### config.mk
export PLATFORM = sky130hd
export DESIGN_NAME = e1_mf_framer
export DESIGN_NICKNAME = d
export VERILOG_FILES = /design/src/rtl/e1_framer_pkg.sv /design/src/rtl/e1_pos_ctr.sv /design/src/rtl/e1_slot_builder.sv /design/src/rtl/e1_bit_shifter.sv /design/src/rtl/e1_mf_framer.sv
export SDC_FILE = /design/constraint.sdc
export NUM_CORES = 1
export LEC_CHECK = 0
export BUFFER_PORTS_ARGS = -buffer_cell sky130_fd_sc_hd__buf_2
export CAP_MARGIN = 20
export CORE_AREA = 3 3 68 70
export DETAILED_ROUTE_END_ITERATION = 16
export DIE_AREA = 0 0 71 73
export PLACE_DENSITY = 0.83
export SETUP_SLACK_MARGIN = 0.2
export SLEW_MARGIN = 20
export SYNTH_ARGS = -nofsm -noshare
export SYNTH_HDL_FRONTEND = slang
export SYNTH_SLANG_ARGS = --single-unit
### constraint.sdc
create_clock -name clk -period 8.5 [get_ports clk]
set_clock_uncertainty 0.2 [all_clocks]
set_input_delay 0.85 -clock clk [delete_from_list [all_inputs] [get_ports clk]]
set_output_delay 0.85 -clock clk [all_outputs]
set_load 0.005 [all_outputs]
### src/rtl/e1_framer_pkg.sv
package e1_framer_pkg;
    localparam int E1_SLOTS  = 32;
    localparam int E1_FRAMES = 16;
    localparam int E1_BITS   = 8;
    localparam logic [7:0] ALIGN_BYTE = 8'b1001_1011;
endpackage

### src/rtl/e1_pos_ctr.sv
module e1_pos_ctr #(
    parameter int SLOTS  = 32,
    parameter int FRAMES = 16,
    parameter int BITS   = 8,
    localparam int BW = $clog2(BITS),
    localparam int SW = $clog2(SLOTS),
    localparam int FW = $clog2(FRAMES)
) (
    input  logic          clk,
    input  logic          rst_n,
    input  logic          step,
    output logic [BW-1:0] bit_o,
    output logic [SW-1:0] slot_o,
    output logic [FW-1:0] frame_o,
    output logic [SW-1:0] nslot_o,
    output logic [FW-1:0] nframe_o,
    output logic          first_bit_o,
    output logic          last_bit_o
);
    localparam logic [BW-1:0] B_LAST = BW'(BITS - 1);
    localparam logic [SW-1:0] S_LAST = SW'(SLOTS - 1);
    localparam logic [FW-1:0] F_LAST = FW'(FRAMES - 1);

    typedef struct packed {
        logic [BW-1:0] bpos;
        logic [SW-1:0] spos;
        logic [FW-1:0] fpos;
    } pos_t;

    pos_t pos_d, pos_q;

    always_comb begin
        pos_d = pos_q;
        if (step) begin
            if (pos_q.bpos == B_LAST) begin
                pos_d.bpos = '0;
                if (pos_q.spos == S_LAST) begin
                    pos_d.spos = '0;
                    pos_d.fpos = (pos_q.fpos == F_LAST) ? '0 : pos_q.fpos + 1'b1;
                end else begin
                    pos_d.spos = pos_q.spos + 1'b1;
                end
            end else begin
                pos_d.bpos = pos_q.bpos + 1'b1;
            end
        end
    end

    always_ff @(posedge clk) begin
        if (!rst_n) pos_q <= '0;
        else        pos_q <= pos_d;
    end

    assign bit_o       = pos_q.bpos;
    assign slot_o      = pos_q.spos;
    assign frame_o     = pos_q.fpos;
    assign first_bit_o = (pos_q.bpos == '0);
    assign last_bit_o  = (pos_q.bpos == B_LAST);
    assign nslot_o     = (pos_q.spos == S_LAST) ? '0 : pos_q.spos + 1'b1;
    assign nframe_o    = (pos_q.spos != S_LAST) ? pos_q.fpos :
                         ((pos_q.fpos == F_LAST) ? '0 : pos_q.fpos + 1'b1);

    AST_SLOT_WRAP: assert property (@(posedge clk) disable iff (!rst_n)
        (step && pos_q.bpos == B_LAST && pos_q.spos == S_LAST) |=> (pos_q.spos == '0));
    AST_POS_HOLD: assert property (@(posedge clk) disable iff (!rst_n)
        !step |=> $stable(pos_q));
endmodule

### src/rtl/e1_slot_builder.sv
module e1_slot_builder #(
    parameter int SLOTS  = 32,
    parameter int FRAMES = 16,
    parameter int BITS   = 8,
    parameter logic [BITS-1:0] ALIGN = 8'b1001_1011,
    localparam int SW  = $clog2(SLOTS),
    localparam int FW  = $clog2(FRAMES),
    localparam int NW  = BITS / 2,
    localparam int SPW = BITS - 3
) (
    input  logic [SW-1:0]   nslot_i,
    input  logic [FW-1:0]   nframe_i,
    input  logic [BITS-1:0] ch_byte_i,
    input  logic [NW-1:0]   sig_lo_i,
    input  logic [NW-1:0]   sig_hi_i,
    input  logic            remote_alarm_i,
    input  logic            mf_alarm_i,
    input  logic [SPW-1:0]  spare_i,
    output logic [BITS-1:0] byte_o,
    output logic [SW-1:0]   ch_idx_o,
    output logic            ch_rd_o,
    output logic [SW-1:0]   sig_lo_idx_o,
    output logic [SW-1:0]   sig_hi_idx_o
);
    localparam logic [SW-1:0] SIG_SLOT = SW'(SLOTS / 2);
    localparam logic [SW-1:0] PAIR_OFS = SW'(SLOTS / 2 - 1);

    logic is_align, is_sig, is_mf0;

    always_comb begin
        is_align = (nslot_i == '0);
        is_sig   = (nslot_i == SIG_SLOT);
        is_mf0   = (nframe_i == '0);

        ch_rd_o  = !is_align && !is_sig;
        if (!ch_rd_o)               ch_idx_o = '0;
        else if (nslot_i < SIG_SLOT) ch_idx_o = nslot_i;
        else                         ch_idx_o = nslot_i - 1'b1;

        if (is_sig && !is_mf0) begin
            sig_lo_idx_o = SW'(nframe_i);
            sig_hi_idx_o = SW'(nframe_i) + PAIR_OFS;
        end else begin
            sig_lo_idx_o = '0;
            sig_hi_idx_o = '0;
        end

        if (is_align) begin
            if (!nframe_i[0]) byte_o = ALIGN;
            else              byte_o = {2'b11, remote_alarm_i, spare_i};
        end else if (is_sig) begin
            if (is_mf0) byte_o = {{NW{1'b0}}, 1'b1, mf_alarm_i, {(NW-2){1'b1}}};
            else        byte_o = {sig_lo_i, sig_hi_i};
        end else begin
            byte_o = ch_byte_i;
        end
    end
endmodule

### src/rtl/e1_bit_shifter.sv
module e1_bit_shifter #(
    parameter int BITS = 8,
    parameter logic [BITS-1:0] RESET_BYTE = 8'b1001_1011
) (
    input  logic            clk,
    input  logic            rst_n,
    input  logic            step,
    input  logic            first_bit_i,
    input  logic            last_bit_i,
    input  logic            frame_head_i,
    input  logic            mframe_head_i,
    input  logic [BITS-1:0] next_byte_i,
    output logic            ser_o,
    output logic            fs_o,
    output logic            mfs_o
);
    typedef struct packed {
        logic            ser;
        logic            fs;
        logic            mfs;
        logic [BITS-1:0] sh;
        logic [BITS-1:0] pre;
    } shf_t;

    shf_t sh_d, sh_q;

    always_comb begin
        sh_d     = sh_q;
        sh_d.fs  = 1'b0;
        sh_d.mfs = 1'b0;
        if (step) begin
            if (first_bit_i) begin
                sh_d.ser = sh_q.pre[BITS-1];
                sh_d.sh  = {sh_q.pre[BITS-2:0], 1'b0};
                sh_d.fs  = frame_head_i;
                sh_d.mfs = frame_head_i && mframe_head_i;
            end else begin
                sh_d.ser = sh_q.sh[BITS-1];
                sh_d.sh  = {sh_q.sh[BITS-2:0], 1'b0};
            end
            if (last_bit_i) sh_d.pre = next_byte_i;
        end
    end

    always_ff @(posedge clk) begin
        if (!rst_n) begin
            sh_q     <= '0;
            sh_q.pre <= RESET_BYTE;
        end else begin
            sh_q <= sh_d;
        end
    end

    assign ser_o = sh_q.ser;
    assign fs_o  = sh_q.fs;
    assign mfs_o = sh_q.mfs;

    AST_LINE_HOLD: assert property (@(posedge clk) disable iff (!rst_n)
        !step |=> $stable(sh_q.ser));
    AST_MF_NEEDS_FS: assert property (@(posedge clk) disable iff (!rst_n)
        sh_q.mfs |-> sh_q.fs);
    AST_FS_SINGLE: assert property (@(posedge clk) disable iff (!rst_n)
        sh_q.fs |=> !sh_q.fs);
endmodule

### src/rtl/e1_mf_framer.sv
module e1_mf_framer
    import e1_framer_pkg::*;
#(
    parameter int SLOTS  = E1_SLOTS,
    parameter int FRAMES = E1_FRAMES,
    parameter int BITS   = E1_BITS,
    localparam int SW  = $clog2(SLOTS),
    localparam int FW  = $clog2(FRAMES),
    localparam int BW  = $clog2(BITS),
    localparam int NW  = BITS / 2,
    localparam int SPW = BITS - 3
) (
    input  logic            clk,
    input  logic            rst_n,
    input  logic            bit_en,
    output logic [SW-1:0]   ch_idx_o,
    output logic            ch_rd_o,
    input  logic [BITS-1:0] ch_byte_i,
    output logic [SW-1:0]   sig_lo_idx_o,
    output logic [SW-1:0]   sig_hi_idx_o,
    input  logic [NW-1:0]   sig_lo_i,
    input  logic [NW-1:0]   sig_hi_i,
    input  logic            remote_alarm_i,
    input  logic            mf_alarm_i,
    input  logic [SPW-1:0]  spare_i,
    output logic            line_o,
    output logic            frame_start_o,
    output logic            mframe_start_o
);
    logic [BW-1:0]   bit_pos;
    logic [SW-1:0]   slot_pos, nslot;
    logic [FW-1:0]   frame_pos, nframe;
    logic            first_bit, last_bit;
    logic [BITS-1:0] next_byte;

    e1_pos_ctr #(.SLOTS(SLOTS), .FRAMES(FRAMES), .BITS(BITS)) u_pos (
        .clk         (clk),
        .rst_n       (rst_n),
        .step        (bit_en),
        .bit_o       (bit_pos),
        .slot_o      (slot_pos),
        .frame_o     (frame_pos),
        .nslot_o     (nslot),
        .nframe_o    (nframe),
        .first_bit_o (first_bit),
        .last_bit_o  (last_bit)
    );

    e1_slot_builder #(.SLOTS(SLOTS), .FRAMES(FRAMES), .BITS(BITS),
                      .ALIGN(BITS'(ALIGN_BYTE))) u_build (
        .nslot_i        (nslot),
        .nframe_i       (nframe),
        .ch_byte_i      (ch_byte_i),
        .sig_lo_i       (sig_lo_i),
        .sig_hi_i       (sig_hi_i),
        .remote_alarm_i (remote_alarm_i),
        .mf_alarm_i     (mf_alarm_i),
        .spare_i        (spare_i),
        .byte_o         (next_byte),
        .ch_idx_o       (ch_idx_o),
        .ch_rd_o        (ch_rd_o),
        .sig_lo_idx_o   (sig_lo_idx_o),
        .sig_hi_idx_o   (sig_hi_idx_o)
    );

    e1_bit_shifter #(.BITS(BITS), .RESET_BYTE(BITS'(ALIGN_BYTE))) u_shift (
        .clk           (clk),
        .rst_n         (rst_n),
        .step          (bit_en),
        .first_bit_i   (first_bit),
        .last_bit_i    (last_bit),
        .frame_head_i  (slot_pos == '0),
        .mframe_head_i (frame_pos == '0),
        .next_byte_i   (next_byte),
        .ser_o         (line_o),
        .fs_o          (frame_start_o),
        .mfs_o         (mframe_start_o)
    );

    AST_CH_RANGE: assert property (@(posedge clk) disable iff (!rst_n)
        ch_rd_o |-> (ch_idx_o >= SW'(1) && ch_idx_o <= SW'(SLOTS - 2)));
    AST_SIG_PAIR: assert property (@(posedge clk) disable iff (!rst_n)
        (sig_lo_idx_o != '0) |-> (sig_hi_idx_o == sig_lo_idx_o + SW'(SLOTS / 2 - 1)));
    AST_FS_AT_HEAD: assert property (@(posedge clk) disable iff (!rst_n)
        frame_start_o |-> (slot_pos == '0 && bit_pos == BW'(1)));
endmodule

==> results of run 1 <==
[cell usage after synthesis (2+ instances only)]
master / n / share of area
sky130_fd_sc_hd__o31a_1: 2 / 0.0088
sky130_fd_sc_hd__xor2_1: 5 / 0.022
sky130_fd_sc_hd__mux2_2: 2 / 0.011
sky130_fd_sc_hd__ha_1: 11 / 0.069
sky130_fd_sc_hd__o22ai_1: 2 / 0.0063
sky130_fd_sc_hd__nor2_1: 20 / 0.038
sky130_fd_sc_hd__nor3b_1: 2 / 0.0075
sky130_fd_sc_hd__buf_1: 2 / 0.0038
sky130_fd_sc_hd__nor2b_1: 6 / 0.019
sky130_fd_sc_hd__xnor2_1: 2 / 0.0088
sky130_fd_sc_hd__inv_1: 9 / 0.017
sky130_fd_sc_hd__nor3_1: 3 / 0.0075
sky130_fd_sc_hd__nand2_1: 29 / 0.054
sky130_fd_sc_hd__nand3b_1: 4 / 0.015
sky130_fd_sc_hd__and2_1: 7 / 0.022
sky130_fd_sc_hd__buf_2: 3 / 0.0075
sky130_fd_sc_hd__a21o_1: 3 / 0.011
sky130_fd_sc_hd__a21boi_0: 4 / 0.015
sky130_fd_sc_hd__clkbuf_1: 10 / 0.019
sky130_fd_sc_hd__a21oi_1: 5 / 0.013
sky130_fd_sc_hd__nand2b_1: 3 / 0.0094
sky130_fd_sc_hd__o21ai_0: 7 / 0.018
sky130_fd_sc_hd__o32ai_1: 3 / 0.013
sky130_fd_sc_hd__nor4bb_1: 2 / 0.010
sky130_fd_sc_hd__dfxtp_1: 30 / 0.30
sky130_fd_sc_hd__a31oi_1: 6 / 0.019
sky130_fd_sc_hd__nand3_1: 12 / 0.030
sky130_fd_sc_hd__buf_6: 2 / 0.011
sky130_fd_sc_hd__o211a_1: 7 / 0.035
sky130_fd_sc_hd__or3_1: 4 / 0.013
sky130_fd_sc_hd__o21ai_1: 2 / 0.0050
sky130_fd_sc_hd__mux2i_1: 18 / 0.090
sky130_fd_sc_hd__and3_1: 2 / 0.0063
[flip-flops by register name (all words and copies together) (netlist names)]
signal,count
u_shift.ser_o,1
u_shift.fs_o,1
u_pos.frame_o,4
u_shift.mfs_o,1
u_pos.slot_o,5
u_shift.sh_q,15
u_pos.bit_o,3
[worst paths after layout]
| check | slack (ns) | cells past startpoint | end | from |
|---|---|---|---|---|
| setup / recovery | 3.68 | 11 | sig_lo_idx_o[0] | u_pos.slot_o[0] |
| hold reg to reg | 0.27 | 1 | u_shift.ser_o | u_shift.ser_o |
| setup reg to reg | 4.56 | 11 | u_shift.sh_q[2] | u_pos.slot_o[0] |
| hold / removal | 0.27 | 1 | u_shift.ser_o | u_shift.ser_o |
[power breakdown]
part	leakage, nW	total (mW)	switching (mW)	internal (mW)
Clock	0.0573	0.145	0.0517	0.0936
Combinational	0.732	0.0278	0.0134	0.0144
Sequential	0.245	0.147	0.00211	0.145
[routing by layer]
metal	share of wire	vias up	wire length [microns]
li1	-	927	-
met1	0.47	822	2150
met2	0.45	58	2040
met3	0.055	11	250
met4	0.025	0	116
met5	0	-	0
[layout by cell type, fill, tap and decap left out, types with 2 or more instances in the layout]
cell type and instances:
sky130_fd_sc_hd__a21boi_0 4, sky130_fd_sc_hd__a21o_1 3, sky130_fd_sc_hd__a21oi_1 5, sky130_fd_sc_hd__a31oi_1 6
sky130_fd_sc_hd__and2_1 7, sky130_fd_sc_hd__and3_1 2, sky130_fd_sc_hd__buf_2 43, sky130_fd_sc_hd__clkbuf_8 6
sky130_fd_sc_hd__dfxtp_1 30, sky130_fd_sc_hd__ha_1 11, sky130_fd_sc_hd__inv_1 9, sky130_fd_sc_hd__mux2_2 2
sky130_fd_sc_hd__mux2i_1 18, sky130_fd_sc_hd__nand2_1 29, sky130_fd_sc_hd__nand2b_1 3, sky130_fd_sc_hd__nand3_1 12
sky130_fd_sc_hd__nand3b_1 4, sky130_fd_sc_hd__nor2_1 20, sky130_fd_sc_hd__nor2b_1 6, sky130_fd_sc_hd__nor3_1 3
sky130_fd_sc_hd__nor3b_1 2, sky130_fd_sc_hd__nor4bb_1 2, sky130_fd_sc_hd__o211a_1 7, sky130_fd_sc_hd__o21ai_0 7
sky130_fd_sc_hd__o21ai_1 2, sky130_fd_sc_hd__o22ai_1 2, sky130_fd_sc_hd__o31a_1 2, sky130_fd_sc_hd__o32ai_1 3
sky130_fd_sc_hd__or3_1 4, sky130_fd_sc_hd__xnor2_1 2, sky130_fd_sc_hd__xor2_1 5
[stage by stage]
stage / std cells / setup slack, ns / cell area [sq um] / util / total power [mW]
2_1_floorplan: 245 / 4.89 / 2000 / - / 0.169
3_3_place_gp: 320 / 4.26 / 2190 / 0.543 / 0.178
3_5_place_dp: 320 / 4.03 / 2190 / 0.543 / 0.178
4_1_cts: 327 / 3.72 / 2300 / 0.570 / 0.323
5_1_grt: 327 / 3.37 / 2300 / 0.570 / 0.332
6_report: 327 / 3.68 / 2300 / 0.570 / 0.320
[kinds of logic (layout without fill, tap and decap cells)]
logic type	count (synthesis)	count (layout)
buffers and inverters	28	60
muxes	21	21
xor gates and xnor gates	7	7
AOI/OAI and AO/OA	50	50
DFF	30	30
adders and majority gates	11	11
other	1	1
and+or+nand+nor	97	97
[cell type report]
cell class / count / area (sq um) / area share
Tap cell: 50 / 62.6 / 0.0272
Inverter: 10 / 37.5 / 0.0163
Clock buffer: 6 / 82.6 / 0.0359
Multi-Input combinational cell: 187 / 1270 / 0.553
Clock inverter: 1 / 30.0 / 0.0131
Sequential cell: 30 / 601 / 0.261
Timing Repair Buffer: 43 / 215 / 0.0936
==> metrics.yaml, run 1 <==
fin_hold_ws_ns: 0.275
synth-xor-area-share: 0.0307
synth_net_count: 282
detailedPlacementHpwl_mm: 3.25
design.die.area_sq_um: 5180
vias: 1818
critPathMaxStageDelay_ns: 0.85
post_cts_hold_buffer_count: 0
combinational_family_with_the_most_area_after_synthesis: "simple AND/OR/NAND/NOR gates"
root_buffer: "sky130_fd_sc_hd__clkbuf_8"
cts-htree-levels: 2
number_of_antenna_violations_at_the_first_check_in_global_routing: 0
numPortBuffers: 43
tritoncts: "yes"
ys_dominant_reg_cell: "sky130_fd_sc_hd__dfxtp_1"
source_to_sink_clock_delay_at_the_later_pin_of_the_worst_skew_pair_ns: 0.28
clkSlewWorstSetupHoldPaths_ns: 0.06
grt.met2_usage: 0.282
global_route.usage.total: 0.183
worst-path-max-fanout: 22
synth_edf_count: 0
diodes: 0
finalCritPeriodShare: 0.567
synth-compound-area-share: 0.184
cts_inserted_buffers: 5
setup_viol_count_final: 0
routabilityCongestion: 0.889
hold_viol_final: 0
setup.worst_path.start_class: "register"
synth.ff_latch_count: 30
aggregate_routed_wire_length_mm: 4.55
grt_use_met1: 0.242
num-nets-final: 314
cts_resized: 0
filler_cell_count: 378
timing.critical_path.required_ns: 7.45
yosys_warning_count: 0
timing.hold.worst.class: "reg -> reg"
number_of_cells_produced_by_synthesis: 245
drc: 0
timing.setup.tns_ns: 0
detail_route.vias_per_cell: 5.56
async_reset_ff_frac: 0
cp_cell_sequence: "ha_1 -> nand3_1 -> inv_1 -> ha_1 -> mux2i_1 -> ha_1 -> and4_1 -> a22oi_2 -> nand2_1 -> nor2_1 -> buf_2"
fp.dieW_microns: 71
postCtsSetupRepairBufs: 0
post_synth_fa_ha_maj_area_fraction: 0.0689
synth.yosys.seq_area_share: 0.301
core_area_sq_um: 4030
ir_worst_vdd_v: 0.0000826
synthesis.area_per_instance_sq_um: 8.16
largest_net_degree_at_the_start_of_global_routing: 36
drt_pre_antenna_iters: 4
endpoint_kind: "output pin"
detail_route.iter0.violations: 109
worst_path_max_delay_cell: "sky130_fd_sc_hd__mux2i_1"
timing.critical_path.arrival_ns: 3.77
max-cap-violations: 0
fp-row-count: 23
max_slew.worst_pin.slew_ns: 0.922
slew_violations: 0
synth_area_sq_um: 2000
setup_repair_after_global_routing_missed_its_margin: "no"
synth_mux_area_frac: 0.107
initial_utilization: 0.496
cts.sinks: 30
leakagePower_nw: 1.03
design.portCount: 45
critical_path.top_delay_family: "adder cells"
worstSetupPathType: "reg -> out"
path_buf_inv: 2
maxSlewHeadroom: 0.368
cts-root-to-sink-buffers: 2
ant_nets: 0
syn_to_final_growth_pct: 15.0
power_per_unit_of_standard_cell_area_nw_per_um2: 139
route.detailed.wl_per_inst_microns: 13.9
synth_simple_gate_area_share: 0.243
synthDistinctLibCells: 49
fp.dieH_microns: 73
max_freq_mhz: 208
grt_first_pass_wirelength_mm: 7.60
m3_gr_usage: 0.0441
number_of_global_route_vias_before_repair: 1712
gr-max-usage-layer: "met2"
overflow: 0
post-route-min-period_ns: 4.82
path_common_cell: "sky130_fd_sc_hd__ha_1"
final_layout_size_suffix_gt1_frac: 0.202
outcome: "finished clean"
Power figures use the tool's default switching activity.
==> run 2: changes to the inputs <==
ABC_AREA = 1   (was unset)
PLACE_DENSITY = 0.82   (was 0.83)
clock period = 4.7 ns   (was 8.5 ns; I/O delays follow)
==> run 2 against run 1 <==
Effect of this change: design area is 1.5% higher; critical path type unchanged; power is 100% higher; first-iteration DRC count decreased by 17%; via count grew 4.7%.
==> metrics.yaml, run 2 <==
ant_nets: 0  # unchanged
route.detailed.wl_per_inst_microns: 11.9  # -15%
timing.setup.tns_ns: 0  # unchanged
gr-max-usage-layer: "met2"
endpoint_kind: "output pin"
final_layout_size_suffix_gt1_frac: 0.237  # +0.0346
ff_latch_area_sq_um: 601  # unchanged
detail_route.iter0.violations: 90  # -17%
design.die.area_sq_um: 5180  # unchanged
grt_first_pass_wirelength_mm: 7.76  # +2.1%
synth_simple_gate_area_share: 0.326  # +0.0835
aggregate_routed_wire_length_mm: 4.41  # -3.1%
core_area_sq_um: 4030  # unchanged
post_synth_most_frequent_cells: "45 x sky130_fd_sc_hd__nand2_1, 41 x sky130_fd_sc_hd__inv_1, 30 x sky130_fd_sc_hd__dfxtp_1"
num-nets-final: 357  # +14%
finalCritPeriodShare: 0.747
post_synth_fa_ha_maj_area_fraction: 0.0707  # +0.00181
timing.critical_path.required_ns: 4.03  # -3.42 ns
fp.dieH_microns: 73  # unchanged
synth_mux_area_frac: 0  # -0.107
overflow: 0  # unchanged
netlist_top_cells_area: "sky130_fd_sc_hd__dfxtp_1 31%, sky130_fd_sc_hd__nand2_1 8.7%, sky130_fd_sc_hd__inv_1 7.9%, sky130_fd_sc_hd__ha_1 7.1%, sky130_fd_sc_hd__a21oi_1 6.4%"
setup_repair_after_global_routing_missed_its_margin: "no"
placement.cell_area_sq_um: 2190  # +0.23%
overall_power_consumption_mw: 0.646  # +100%
netSwitchingPower_mw: 0.134  # +100%
syn_to_final_growth_pct: 19.9
post-route-cell-area_sq_um: 2330  # +1.5%
synthesis.area_per_instance_sq_um: 7.00  # -14%
initial_utilization: 0.483  # -0.0127
cts.sinks: 30  # unchanged
synth_net_count: 315  # +12%
grt.met2_usage: 0.320  # +0.0381
most-common-layout-cells: "45 x sky130_fd_sc_hd__nand2_1, 43 x sky130_fd_sc_hd__buf_2, 41 x sky130_fd_sc_hd__inv_1, 30 x sky130_fd_sc_hd__dfxtp_1, 28 x sky130_fd_sc_hd__nor2_1"
multiInputGateArea_sq_um: 1140  # -10%
detail_route.vias_per_cell: 5.13  # -7.7%
p_seq_frac: 0.416  # -0.044
layout.cells.most_common: "sky130_fd_sc_hd__nand2_1"
comb_power_share: 0.080  # -0.007
largest_register: "u_shift.sh_q"
synth-xor-area-share: 0.00450  # -0.0262
max-cap-violations: 0  # unchanged
post_cts_hold_buffer_count: 0  # unchanged
yosys_warning_count: 0  # unchanged
tritoncts: "yes"
postCtsSetupRepairBufs: 0  # unchanged
fp-row-count: 23  # unchanged
synth.yosys.seq_area_share: 0.308  # +0.00792
timing.hold.worst.class: "in -> reg"
m3_gr_usage: 0.0537  # +0.00964
setup.worst_path.start_class: "register"
source_to_sink_clock_delay_at_the_later_pin_of_the_worst_skew_pair_ns: 0.28  # about the same
p_int_mw: 0.511  # +100%
global_route.usage.total: 0.186  # +0.00273
max_freq_mhz: 285
drc: 0  # unchanged
drt_pre_antenna_iters: 6  # +2
post-route-min-period_ns: 3.51
design.portCount: 45  # unchanged
routabilityCongestion: 0.853  # -4.0%
ir_worst_vdd_v: 0.000135  # +63%
filler_cell_count: 387  # +2.4%
cts-htree-levels: 2  # unchanged
synthDistinctLibCells: 34  # -31%
ys_dominant_reg_cell: "sky130_fd_sc_hd__dfxtp_1"
timing.critical_path.arrival_ns: 2.84  # -0.93 ns
numPortBuffers: 43  # unchanged
clkSlewWorstSetupHoldPaths_ns: 0.07  # about the same
cts-root-to-sink-buffers: 2  # unchanged
slew_violations: 0  # unchanged
power_per_unit_of_standard_cell_area_nw_per_um2: 277  # +98%
fin_hold_ws_ns: 0.265  # -0.0100 ns
synth-compound-area-share: 0.181  # -0.00286
timing.final.ws_setup_ns: 1.19  # -2.49 ns
largest_reg_flops: 15  # unchanged
number_of_global_route_vias_before_repair: 1796  # +4.9%
diodes: 0  # unchanged
switching_share: 0.208  # -0.00188
setup_viol_count_final: 0  # unchanged
outcome: "finished clean"
worstSetupPathType: "reg -> out"
fp.dieW_microns: 71  # unchanged
clkPwrFrac: 0.504  # +0.051
vias: 1903  # +4.7%
worst-path-max-fanout: 9  # -59%
post-synth-top-count-cell: "sky130_fd_sc_hd__nand2_1"
synth.ff_latch_count: 30  # unchanged
largest_net_degree_at_the_start_of_global_routing: 21  # -42%
number_of_cells_produced_by_synthesis: 278  # +13%
grt_use_met1: 0.218  # -0.0241
detailedPlacementHpwl_mm: 3.25  # about the same
leakagePower_nw: 1.14  # +9.8%
synth_area_sq_um: 1950  # -2.6%
synth_edf_count: 0  # unchanged
number_of_antenna_violations_at_the_first_check_in_global_routing: 0  # unchanged
cts_resized: 0  # unchanged
hold_viol_final: 0  # unchanged
place_ws_ns: 1.57  # -2.46 ns
synth_top_area_share: 0.308  # +0.00792
async_reset_ff_frac: 0  # unchanged
cts_inserted_buffers: 5  # unchanged
root_buffer: "sky130_fd_sc_hd__clkbuf_8"
combinational_family_with_the_most_area_after_synthesis: "simple AND/OR/NAND/NOR gates"
synth_top_cell_by_area: "sky130_fd_sc_hd__dfxtp_1"
run 2: cell count changes in the layout (fill, tap and decap cells not counted), sizes merged, moves of 6 or more:
cell    before  now
o211ai       1    8
nand3       12   24
and2         7    0
nor2        20   33
nor2b        6    0
o211a        7    0
o21ai        9   21
a21oi        6   26
inv         10   44
mux2i       18    0
nand2       29   52
run 2: path summary, 6_finish.rpt:
path / start / end / slack, ns / cells past startpoint
setup / recovery: u_pos.slot_o[0] / sig_lo_idx_o[1] / 1.19 / 13
hold reg to reg: u_shift.sh_q[0] / u_shift.sh_q[9] / 0.27 / 2
setup reg to reg: u_pos.slot_o[0] / u_shift.sh_q[7] / 1.82 / 14
hold / removal: spare_i[1] / u_shift.sh_q[1] / 0.26 / 3
run 2: stage by stage:
step                cells  utilization
global route          371        0.579
detailed placement    363        0.544
finish                371        0.579
global placement      363        0.544
floorplan             278            -
CTS                   371        0.579
run 2: area by class of cell:
type | count | share of cell area
Sequential cell | 30 | 0.257
Clock inverter | 2 | 0.0257
Clock buffer | 6 | 0.0354
Inverter | 45 | 0.0745
Timing Repair Buffer | 43 | 0.0922
Tap cell | 50 | 0.0268
Multi-Input combinational cell | 195 | 0.488
run 2: layer usage:
layer	wire [microns]	vias to the layer above
met5	0	-
met4	68	0
li1	-	988
met1	2010	833
met2	2000	74
met3	330	8
run 2: cells by family (layout without fill, tap and decap cells):
| logic type | Yosys count | after routing |
|---|---|---|
| AND/OR/NAND/NOR | 122 | 122 |
| AO/OA/AOI/OAI | 60 | 60 |
| buffers and inverters | 53 | 96 |
| flip-flops | 30 | 30 |
| adder cells (fa/ha/maj) | 11 | 11 |
| other | 1 | 1 |
| XOR/XNOR | 1 | 1 |
run 2: power groups by stage:
| stage | Combinational (mW) | Sequential, mW | Clock [mW] |
|---|---|---|---|
| 6_report | 0.0519 | 0.268 | 0.325 |
| 5_1_grt | 0.0611 | 0.269 | 0.338 |
| 4_1_cts | 0.0521 | 0.268 | 0.329 |
| 3_5_place_dp | 0.0517 | 0.274 | 0 |
| 3_3_place_gp | 0.0508 | 0.274 | 0 |
| 2_1_floorplan | 0.0333 | 0.273 | 0 |
run 2: critical path: stages, from the launching register on:
cell and delay [ns]:
sky130_fd_sc_hd__dfxtp_1 0.41, sky130_fd_sc_hd__ha_1 0.20, sky130_fd_sc_hd__nand2_1 0.12, sky130_fd_sc_hd__nor2_1 0.13, sky130_fd_sc_hd__ha_1 0.27, sky130_fd_sc_hd__inv_2 0.14
sky130_fd_sc_hd__o21ai_0 0.40, sky130_fd_sc_hd__ha_1 0.23, sky130_fd_sc_hd__inv_1 0.05, sky130_fd_sc_hd__nor2_2 0.16, sky130_fd_sc_hd__nand2_4 0.11, sky130_fd_sc_hd__nand2_4 0.13
sky130_fd_sc_hd__nor2_1 0.05, sky130_fd_sc_hd__buf_2 0.14
